===== src/rtl/adc_seq_pkg.sv =====
package adc_seq_pkg;

  localparam int CNT_W = 8;

  typedef enum logic [3:0] {
    PH_IDLE, PH_START, PH_DSPL, PH_DCONV, PH_HOLD, PH_WAIT,
    PH_DIS, PH_SPL, PH_CONV, PH_SHEND, PH_SEND
  } phase_e;

  localparam logic [CNT_W-1:0] CONV_CLKS      = 8'd32;
  localparam logic [CNT_W-1:0] SETTLE_CLKS    = 8'd13;
  localparam logic [CNT_W-1:0] SH_END_CLKS    = 8'd3;
  localparam logic [CNT_W-1:0] SCAN_END_CLKS  = 8'd3;
  localparam logic [CNT_W-1:0] SYNC_DLY_CLKS  = 8'd6;
  localparam logic [CNT_W-1:0] SOFT_DLY_CLKS  = 8'd4;
  localparam logic [CNT_W-1:0] REF_SPL_CLKS   = 8'd15;

  // A programmed count of zero still occupies one cycle.
  function automatic logic [CNT_W-1:0] at_least_one(input logic [CNT_W-1:0] v);
    return (v == '0) ? CNT_W'(1) : v;
  endfunction

  // Length in cycles of the phase about to be entered.
  function automatic logic [CNT_W-1:0] phase_len(
    input phase_e            ph,
    input logic [CNT_W-1:0]  spl,
    input logic [CNT_W-1:0]  hold,
    input logic [3:0]        dis,
    input logic [CNT_W-1:0]  diag,
    input logic              sync
  );
    case (ph)
      PH_START:          return sync ? SYNC_DLY_CLKS : SOFT_DLY_CLKS;
      PH_DSPL:           return at_least_one(diag);
      PH_DCONV, PH_CONV: return CONV_CLKS;
      PH_HOLD:           return at_least_one(hold);
      PH_WAIT:           return SETTLE_CLKS;
      PH_DIS:            return {4'b0, dis};
      PH_SPL:            return spl;
      PH_SHEND:          return SH_END_CLKS;
      PH_SEND:           return SCAN_END_CLKS;
      default:           return CNT_W'(1);
    endcase
  endfunction

endpackage


===== src/rtl/adc_seq_pick.sv =====
module adc_seq_pick #(
  parameter int NCH = 8,
  parameter int IW  = 3
) (
  input  logic [NCH-1:0] pend,
  output logic           found,
  output logic [IW-1:0]  idx
);
  // Lowest pending channel wins.
  always_comb begin
    found = 1'b0;
    idx   = '0;
    for (int i = NCH - 1; i >= 0; i--) begin
      if (pend[i]) begin
        found = 1'b1;
        idx   = i[IW-1:0];
      end
    end
  end
endmodule


===== src/rtl/adc_seq_splen.sv =====
module adc_seq_splen
  import adc_seq_pkg::*;
#(
  parameter int NCH = 8,
  parameter int IW  = 3
) (
  input  logic [NCH*CNT_W-1:0] spl_cfg,
  input  logic [IW-1:0]        ch,
  input  logic                 ref_en,
  input  logic [IW-1:0]        ref_ch,
  output logic [CNT_W-1:0]     len
);
  logic [CNT_W-1:0] cfg_a [NCH];

  for (genvar g = 0; g < NCH; g++) begin : g_unpack
    assign cfg_a[g] = spl_cfg[g*CNT_W +: CNT_W];
  end

  logic is_ref;
  assign is_ref = ref_en && (ref_ch == ch);
  assign len    = is_ref ? REF_SPL_CLKS : at_least_one(cfg_a[ch]);
endmodule


===== src/rtl/adc_seq_timer.sv =====
module adc_seq_timer #(
  parameter int W = 8
) (
  input  logic         clk,
  input  logic         rst_n,
  input  logic         load,
  input  logic [W-1:0] len,
  output logic         last
);
  logic [W-1:0] cnt_q;

  always_ff @(posedge clk or negedge rst_n) begin
    if (!rst_n)              cnt_q <= '0;
    else if (load)           cnt_q <= len - 1'b1;
    else if (cnt_q != '0)    cnt_q <= cnt_q - 1'b1;
  end

  assign last = (cnt_q == '0);
endmodule


===== src/rtl/adc_scan_seq.sv =====
module adc_scan_seq
  import adc_seq_pkg::*;
#(
  parameter int NCH = 8,
  localparam int IW = (NCH > 1) ? $clog2(NCH) : 1
) (
  input  logic                 clk,
  input  logic                 rst_n,
  input  logic [NCH-1:0]       ch_en,
  input  logic [NCH*CNT_W-1:0] spl_cfg,
  input  logic                 ref_en,
  input  logic [IW-1:0]        ref_ch,
  input  logic                 sh_en,
  input  logic [CNT_W-1:0]     sh_cfg,
  input  logic [3:0]           dis_cfg,
  input  logic                 diag_en,
  input  logic [CNT_W-1:0]     diag_cfg,
  input  logic                 sw_trig,
  input  logic                 sync_trig,
  output logic                 busy,
  output logic                 hold_stb,
  output logic                 samp_stb,
  output logic                 conv_stb,
  output logic                 res_valid,
  output logic                 res_diag,
  output logic [IW-1:0]        res_ch,
  output logic                 done
);

  phase_e           st_q, st_d;
  logic [NCH-1:0]   pend_q;
  logic             sh_q, diag_q, visited_q, first_q;
  logic [IW-1:0]    cur_q;

  // Named internal events
  logic             trig, accept, advance, take_ch, t_last, found;
  logic [IW-1:0]    sel_ch, len_ch;
  logic [CNT_W-1:0] spl_len, nxt_len;
  phase_e           entry_ph;

  assign trig    = sw_trig | sync_trig;
  assign accept  = (st_q == PH_IDLE) && trig;
  assign advance = (st_q == PH_IDLE) ? trig : t_last;

  adc_seq_pick #(.NCH(NCH), .IW(IW)) u_pick (
    .pend  (pend_q),
    .found (found),
    .idx   (sel_ch)
  );

  assign len_ch = take_ch ? sel_ch : cur_q;

  adc_seq_splen #(.NCH(NCH), .IW(IW)) u_splen (
    .spl_cfg (spl_cfg),
    .ch      (len_ch),
    .ref_en  (ref_en),
    .ref_ch  (ref_ch),
    .len     (spl_len)
  );

  // Phase that follows when a channel is entered, or the scan tail.
  always_comb begin
    if (found) begin
      if (sh_q)                entry_ph = PH_HOLD;
      else if (dis_cfg != '0)  entry_ph = PH_DIS;
      else                     entry_ph = PH_SPL;
    end else begin
      entry_ph = (sh_q && visited_q) ? PH_SHEND : PH_SEND;
    end
  end

  always_comb begin
    st_d    = st_q;
    take_ch = 1'b0;
    case (st_q)
      PH_IDLE:  if (trig) st_d = PH_START;
      PH_START: if (t_last) begin
        if (diag_q) st_d = PH_DSPL;
        else begin
          st_d    = entry_ph;
          take_ch = found;
        end
      end
      PH_DSPL:  if (t_last) st_d = PH_DCONV;
      PH_DCONV, PH_CONV: if (t_last) begin
        st_d    = entry_ph;
        take_ch = found;
      end
      PH_HOLD:  if (t_last) st_d = PH_WAIT;
      PH_WAIT:  if (t_last) st_d = (dis_cfg != '0) ? PH_DIS : PH_SPL;
      PH_DIS:   if (t_last) st_d = PH_SPL;
      PH_SPL:   if (t_last) st_d = PH_CONV;
      PH_SHEND: if (t_last) st_d = PH_SEND;
      PH_SEND:  if (t_last) st_d = PH_IDLE;
      default:  st_d = PH_IDLE;
    endcase
  end

  assign nxt_len = phase_len(st_d, spl_len, sh_cfg, dis_cfg, diag_cfg, sync_trig);

  adc_seq_timer #(.W(CNT_W)) u_timer (
    .clk   (clk),
    .rst_n (rst_n),
    .load  (advance),
    .len   (nxt_len),
    .last  (t_last)
  );

  always_ff @(posedge clk or negedge rst_n) begin
    if (!rst_n) begin
      st_q      <= PH_IDLE;
      first_q   <= 1'b0;
      pend_q    <= '0;
      sh_q      <= 1'b0;
      diag_q    <= 1'b0;
      visited_q <= 1'b0;
      cur_q     <= '0;
    end else begin
      first_q <= advance;
      if (advance) st_q <= st_d;
      if (accept) begin
        pend_q    <= ch_en;
        sh_q      <= sh_en;
        diag_q    <= diag_en;
        visited_q <= 1'b0;
      end else if (take_ch) begin
        pend_q[sel_ch] <= 1'b0;
        cur_q          <= sel_ch;
        visited_q      <= 1'b1;
      end
    end
  end

  assign busy      = (st_q != PH_IDLE);
  assign hold_stb  = first_q && (st_q == PH_HOLD);
  assign samp_stb  = first_q && ((st_q == PH_SPL) || (st_q == PH_DSPL));
  assign conv_stb  = first_q && ((st_q == PH_CONV) || (st_q == PH_DCONV));
  assign res_valid = t_last && ((st_q == PH_CONV) || (st_q == PH_DCONV));
  assign res_diag  = (st_q == PH_DCONV);
  assign res_ch    = cur_q;
  assign done      = t_last && (st_q == PH_SEND);

endmodule


===== config.mk =====
export PLATFORM = sky130hd
export DESIGN_NAME = adc_scan_seq
export DESIGN_NICKNAME = d
export VERILOG_FILES = /design/src/rtl/adc_seq_pkg.sv /design/src/rtl/adc_seq_pick.sv /design/src/rtl/adc_seq_splen.sv /design/src/rtl/adc_seq_timer.sv /design/src/rtl/adc_scan_seq.sv
export SDC_FILE = /design/constraint.sdc
export NUM_CORES = 1
export LEC_CHECK = 0
export BUFFER_PORTS_ARGS = -buffer_cell sky130_fd_sc_hd__buf_4
export CAP_MARGIN = 30
export CORE_MARGIN = 4
export CORE_UTILIZATION = 48
export CTS_CLUSTER_SIZE = 10
export DETAILED_ROUTE_END_ITERATION = 8
export GPL_TIMING_DRIVEN = 0
export PLACE_DENSITY_LB_ADDON = 0.25
export SETUP_SLACK_MARGIN = 0.2
export SLEW_MARGIN = 40
export SYNTH_ARGS = -nofsm -noshare
export SYNTH_HDL_FRONTEND = slang
export SYNTH_SLANG_ARGS = --single-unit
export TNS_END_PERCENT = 30

===== constraint.sdc =====
create_clock -name clk -period 4 [get_ports clk]
set_input_delay 0.8 -clock clk [delete_from_list [all_inputs] [get_ports clk]]
set_output_delay 0.8 -clock clk [all_outputs]
set_load 0.02 [all_outputs]

Word-level counts from Yosys, hierarchy flattened. Cells that the tools add are included.

Bits in registers: 27. Input bits: 102. Output and inout port bits: 10.

Add/subtract/negate cells: 2. $lt $le $gt $ge: 3. Eq/ne operators: 21. Mux-type cells: 55. Bitwise logic cells: 4. Reductions and logical operators: 24.

Operators by type and width (number): $mux W8 (10); $pmux W8 S8 (1); $mux W4 (12); $pmux W4 S10 (1); $eq A4 B3 Y1 const B (8); $logic_not A8 Y1 (4); $mux W3 (9); $bmux W8 S3 (1); $eq A4 B4 Y1 const B (6); $eq A4 B2 Y1 const B (4); $mux W1 (16); $sub A8 B1 Y8 const B (2); $logic_and A1 B1 Y1 (9); $and A8 B8 Y8 (1); $eq A4 B1 Y1 const B (2); $not A8 Y8 (1); $reduce_bool A4 Y1 (2); $reduce_bool A8 Y1 (1); $mux W2 (3); $reduce_or A2 Y1 (3); $ge A4 B4 Y1 const B (1); $logic_not A4 Y1 (1); $lt A3 B4 Y1 const B (1); $not A3 Y4 (1); 7 further kinds (9).

Depth between registers and ports, before layout.
Depth in word-level cells: 22. Gate-level depth with buffers: 16.

Hierarchy. From an unflattened synthesis, not the netlist that was laid out.

Cell total of the unflattened synthesis: 364. Area, all modules: 3141.8 µm².

By module, submodules not included: adc_scan_seq (instances 1, cells each 202, area an instance 1584.0 µm², seq. area each 475.5 µm²); adc_seq_splen (instances 1, cells each 89, area an instance 875.8 µm², seq. area each 0.0 µm²); adc_seq_timer (instances 1, cells each 60, area an instance 601.8 µm², seq. area each 200.2 µm²); adc_seq_pick (instances 1, cells each 13, area an instance 80.1 µm², seq. area each 0.0 µm²).

Worst setup path after synthesis. Ideal clock, no wire load.

Path type: flip-flop to flip-flop. From: register u_timer.cnt_q[3]. To: register u_timer.cnt_q[6]. Arrival: 3.625 ns. Setup slack: 0.309 ns. Stages on the path, launching flop included: 16. Buffers on the path: 2. Period minus slack after synthesis: 3.691 ns. Path through: dfrtp_1 nor4_2 nand2_2 buf_6 o41ai_4 o21a_4 inv_4 buf_6 mux2i_1 o22ai_1 or3_1 a211oi_1 ha_1 nand2_1 or4_1 nand2_1.

Word-level cells in the longest chain between the ends: 14. Elaborated cells on any way between the ends: 44.

RTL lines: from (decl) (line adc_seq_timer.sv:10) `logic [W-1:0] cnt_q;`; from (signal assigned) (line adc_seq_timer.sv:14) `else if (load) cnt_q <= len - 1'b1;`; from (signal assigned) (line adc_seq_timer.sv:15) `else if (cnt_q != '0) cnt_q <= cnt_q - 1'b1;`; $logic_not A8 Y1 (line adc_seq_timer.sv:18) `assign last = (cnt_q == '0);`; $mux W1, on equally long branches (line adc_scan_seq.sv:85, adc_scan_seq.sv:77); $pmux W1 S2 (line adc_scan_seq.sv:75) `case (st_q)`; $mux W3; $not A3 Y4 (not written as such) (line adc_seq_splen.sv:21) `assign len = is_ref ? REF_SPL_CLKS : at_least_one(cfg_a[ch]);`; $bmux W8 S3 (line adc_seq_splen.sv:21); $mux W8 (not written as such) (2 in a row) (line adc_seq_splen.sv:21); $logic_not A8 Y1 (line adc_seq_pkg.sv:20) `return (v == '0) ? CNT_W'(1) : v;`; $mux W8 (line adc_seq_pkg.sv:20); $mux W8 (line adc_seq_splen.sv:21); $pmux W8 S8 (line adc_seq_pkg.sv:32) `case (ph)`; $sub A8 B1 Y8 (line adc_seq_timer.sv:14); $mux W8 (line adc_seq_timer.sv:14).

Several ways; a longest one is shown, not always the timed one. The select of a mux whose other input is x is not followed. A chain may end at the register's enable or synchronous reset.

Worst setup path after layout.
From: register pend_q[0]. To: register u_timer.cnt_q[6].

Word-level cells in the longest chain between the ends: 15. Elaborated cells on any way between the ends: 36.

RTL lines: from (decl) (line adc_scan_seq.sv:31) `logic [NCH-1:0] pend_q;`; from (signal assigned) (line adc_scan_seq.sv:122) `pend_q <= ch_en;`; $mux W1 (line adc_seq_pick.sv:14) `if (pend[i]) begin`; $mux W1 (line adc_scan_seq.sv:78) `if (diag_q) st_d = PH_DSPL;`; $mux W1 (line adc_scan_seq.sv:77) `PH_START: if (t_last) begin`; $pmux W1 S2 (line adc_scan_seq.sv:75); $mux W3; $not A3 Y4 (not written as such) (line adc_seq_splen.sv:21); $bmux W8 S3 (line adc_seq_splen.sv:21); $mux W8 (not written as such) (2 in a row) (line adc_seq_splen.sv:21); $logic_not A8 Y1 (line adc_seq_pkg.sv:20); $mux W8 (line adc_seq_pkg.sv:20); $mux W8 (line adc_seq_splen.sv:21); $pmux W8 S8 (*) (line adc_seq_pkg.sv:32); $sub A8 B1 Y8 (*) (line adc_seq_timer.sv:14); $mux W8 (*) (line adc_seq_timer.sv:14).

Every way passes the cells marked *; elsewhere a longest branch is shown, timed or not. The select of a mux whose other input is x is not followed.

==> results by stage <==
Run status:
- The run finished with clean final reports.

Clock tree:
- The total clock sinks is 27.
- CTS built an H-tree with a depth of 1.
- The clock insertion delay at the later pin of the skew report is 0.28 ns.
- The number of buffers on the longest clock path is 2.
- The buffer type at the clock tree root is sky130_fd_sc_hd__clkbuf_8.
- TritonCTS created 3 clock buffers.
- The clock slew seen by the registers of the worst setup and hold paths is about 0.1 ns.
- The TritonCTS clock tree is yes.

Yosys:
- The number of enable flip-flop cells after synthesis is 0.
- The Yosys step of the flow raised 0 warnings.
- In the synthesized netlist the dominant register cell turns out to be sky130_fd_sc_hd__dfrtp_1.
- The synthesized design contains 27 register bits.
- Counting every net in the synthesized netlist gives just under 500.
- The largest area contributor in the synthesized netlist is sky130_fd_sc_hd__dfrtp_1.
- In the post-synthesis netlist, the biggest area contributors are sky130_fd_sc_hd__dfrtp_1 (22%), sky130_fd_sc_hd__mux2i_1 (6.6%), sky130_fd_sc_hd__nand2_1 (5.8%).
- The mapped cell area is approximately 0.0030 mm².
- The count of unique library cells instantiated by Yosys is 70.
- The area share of the largest cell type after synthesis is 0.222.
- Synthesis produced about 390 cells.
- After synthesis, the mean cell area works out to ~7.8 µm².
- The async set-or-reset flop fraction in the synthesized netlist is 1.00.
- The sequential area share after synthesis is 0.222.

STA:
- Measured against its own limit, the worst slew margin works out to 0.502.
- The final setup violation count is 0.
- The max-slew violation count is 0.
- Setup slack closes at roughly 0.29 ns.
- Derived from the worst setup path, the maximum achievable clock frequency is roughly 270 MHz.
- The actual slew at the worst max-slew pin is 0.747 ns.
- The post-route setup TNS is 0 ns.
- Between clock sinks in the finished design, the worst skew comes to 0.00854 ns.
- Setup repair after global routing could not meet its margin everywhere.
- The number of hold violations in the final report is 0.
- The final period utilization is 0.928.
- The clock period could shrink to ~3.7 ns.

Cells and area:
- The library cell used most frequently in the layout, excluding fill and tap cells, is sky130_fd_sc_hd__buf_4.
- For this run, the number of standard cells in the final layout without fillers is 600.
- The count of inserted antenna diode cells is 0.
- The final layout net count is around 630.
- In the final layout, the share of cells above drive strength 1 is 0.389.
- The number of filler instances in the final layout is between 400 and 500.
- Compared with the post-synthesis result, the final layout area differs by 43.3%.
- The library cells used most frequently in the layout, excluding fill and tap cells, are sky130_fd_sc_hd__buf_4 (131), sky130_fd_sc_hd__nand2_1 (47), sky130_fd_sc_hd__nor2_1 (29).

Floorplanning:
- The floorplan step defined a die boundary enclosing slightly below 0.008 mm².
- The die is 87.7 µm wide.
- For this configuration, the core starts out at a cell density of 0.506.
- The die outline height is around 88 µm.
- The placeable core region is 0.00603 mm².
- The row count is 28.
- The boundary pin count is between 100 and 150.

Placed design:
- Once detailed placement completed, the half-perimeter wirelength came to between 8000 and 9000 µm.
- The worst setup slack before clock tree synthesis is -0.332 ns.
- The count of input and output buffers is ~110.
- The post-placement cell count is 579.
- The congestion estimate from routability-driven global placement came to around 0.94.

GRT:
- The most heavily used metal layer in global routing is met2.
- The initial antenna violation count is 0.
- The via count of the first global-routing pass came to ~3,600.
- The maximum number of pins on one net before global-route repair is 28.
- For this run, global-route usage on met3 was measured as 0.0226.
- The total overflow left after global routing is 0.
- For this run, the total global-route usage over all layers was measured as 0.268.
- The first-pass GRT wire length is about 17,000 µm.
- The global-route met1 utilization is 0.338.
- The met2 usage is 0.488.

Critical path:
- The critical path data arrival time is a little under 4 ns.
- The biggest fanout along the worst timing path is 10.
- The worst path required time is 4.21 ns.
- The worst setup path is launched from a flop.
- STA classifies the critical path endpoint as a flop.
- The worst setup path category is reg -> reg.

Detailed routing:
- The total routed wirelength is between 10,000 and 15,000 µm.
- The first detailed-routing pass ran for 5 iterations.
- The post-detailed-route DRC marker count is 0.
- The number of nets still failing antenna checks after routing is 0.
- Dividing the detail-routed via count by the number of cells gives 6.22.
- The first routing iteration left about 310 violations.
- In the final routed layout, each cell accounts on average for about 18 µm.
- The via total after detailed routing is ~3,700.

Power:
- Across the VDD grid, the largest voltage drop is between 300 and 400 µV.
- Power spread over the standard cell area amounts to roughly 620 mW/mm².
- For this design the static power due to leakage is around 0.0018 µW.

Hold path:
- The class of the most critical hold timing path is in -> async.

Job:
- Max-cap violations in this run came to 0.
-- state kept, by name, summed over array words and instances (netlist names) --
name,flops
visited_q,1
u_timer.cnt_q,8
sh_q,1
pend_q,8
res_ch,3
diag_q,1
st_q,4
first_q,1
-- layer usage --
layer	vias up	share of wire
met4	0	0.016
met2	194	0.53
met3	24	0.073
met1	1742	0.38
met5	-	0
li1	1769	-
-- final cells by class --
class | count | area (µm²) | area share
multi-input cells | 326 | 2370 | 0.543
repair buffers | 128 | 961 | 0.220
flip-flops and latches | 27 | 677 | 0.155
plain buffers | 20 | 143 | 0.0326
well taps | 75 | 93.8 | 0.0215
inverters | 20 | 77.6 | 0.0178
clock buffers | 4 | 45.0 | 0.0103
-- repair_timing --
item	4_1_cts	5_1_grt
gates resized for setup	23	40
hold buffers	0	0
pin swaps	4	8
gates cloned	0	0
buffers inserted	6	11
endpoints found under the setup margin	7	7
-- power by group --
group	switching, µW	internal [µW]
Sequential	170	402
Combinational	1120	873
Clock	87.9	71.5
-- Yosys cell counts, types with 2 or more instances --
cell type / number
sky130_fd_sc_hd__clkbuf_1: 12
sky130_fd_sc_hd__nor4_2: 2
sky130_fd_sc_hd__or4_1: 9
sky130_fd_sc_hd__and3_1: 7
sky130_fd_sc_hd__o211ai_1: 19
sky130_fd_sc_hd__a211oi_1: 2
sky130_fd_sc_hd__nor4b_1: 2
sky130_fd_sc_hd__mux2i_1: 20
sky130_fd_sc_hd__o2111ai_1: 2
sky130_fd_sc_hd__a311oi_1: 2
sky130_fd_sc_hd__a21oi_1: 17
sky130_fd_sc_hd__o22ai_2: 2
sky130_fd_sc_hd__o21ai_0: 28
sky130_fd_sc_hd__o22ai_1: 5
sky130_fd_sc_hd__a22oi_1: 5
sky130_fd_sc_hd__nor4_1: 14
sky130_fd_sc_hd__a21boi_0: 2
sky130_fd_sc_hd__a32o_1: 2
sky130_fd_sc_hd__o21ai_1: 2
sky130_fd_sc_hd__nor2b_1: 5
sky130_fd_sc_hd__and2_1: 6
sky130_fd_sc_hd__nor3_1: 9
sky130_fd_sc_hd__nand2_1: 47
sky130_fd_sc_hd__nor3b_1: 4
sky130_fd_sc_hd__inv_1: 19
sky130_fd_sc_hd__buf_6: 3
sky130_fd_sc_hd__o21bai_1: 3
sky130_fd_sc_hd__dfrtp_1: 27
sky130_fd_sc_hd__nand2b_1: 5
sky130_fd_sc_hd__xnor2_1: 5
sky130_fd_sc_hd__o41ai_1: 2
sky130_fd_sc_hd__buf_2: 3
sky130_fd_sc_hd__a32oi_1: 2
sky130_fd_sc_hd__o31ai_1: 5
sky130_fd_sc_hd__a22o_1: 2
sky130_fd_sc_hd__o221ai_1: 3
sky130_fd_sc_hd__a221oi_1: 2
sky130_fd_sc_hd__nor2_1: 31
sky130_fd_sc_hd__nand3_1: 7
sky130_fd_sc_hd__a31oi_1: 5
sky130_fd_sc_hd__mux2_2: 15
-- stage by stage --
| step | utilization | cell area (µm²) | power, µW | hold slack [ns] |
|---|---|---|---|---|
| 2_1_floorplan | - | 3050 | 1750 | 0.469 |
| 3_3_place_gp | 0.660 | 3980 | 2170 | 0.494 |
| 3_5_place_dp | 0.660 | 3980 | 2220 | 0.513 |
| 4_1_cts | 0.689 | 4150 | 2500 | 0.442 |
| 5_1_grt | 0.725 | 4370 | 2930 | 0.461 |
| 6_report | 0.725 | 4370 | 2730 | 0.427 |
-- path summary, 6_finish.rpt --
check                          start                to  slack (ns)  cells past startpoint
hold reg to reg               diag_q            diag_q        0.53                      2
setup / recovery           pend_q[0]  u_timer.cnt_q[6]        0.29                     15
max in group asynchronous      rst_n         pend_q[0]        3.28                      1
hold / removal                 rst_n              sh_q        0.43                      1
setup reg to reg           pend_q[0]  u_timer.cnt_q[6]        0.29                     15
min in group clk              diag_q            diag_q        0.53                      2
-- critical path: stages, from the launching register on --
cell and delay, ns:
sky130_fd_sc_hd__dfrtp_2 0.46, sky130_fd_sc_hd__or4_1 0.52, sky130_fd_sc_hd__buf_4 0.19, sky130_fd_sc_hd__nor2_2 0.15, sky130_fd_sc_hd__o41ai_4 0.10, sky130_fd_sc_hd__o21a_4 0.15, sky130_fd_sc_hd__inv_4 0.12, sky130_fd_sc_hd__buf_12 0.15
sky130_fd_sc_hd__mux2i_1 0.21, sky130_fd_sc_hd__o22ai_1 0.10, sky130_fd_sc_hd__or3_4 0.40, sky130_fd_sc_hd__a211oi_4 0.26, sky130_fd_sc_hd__ha_2 0.26, sky130_fd_sc_hd__nand2_1 0.06, sky130_fd_sc_hd__or4_1 0.41, sky130_fd_sc_hd__nand2_1 0.09
-- logic make-up after synthesis --
kind of cell	Yosys count	share of synthesized area
compound gates	126	0.297
buf+inv	40	0.0599
mux	37	0.131
fa+ha+maj	1	0.00410
xor+xnor	6	0.0172
flops	27	0.222
simple gates	156	0.269
No activity file was read; power rests on OpenSTA's default activity.
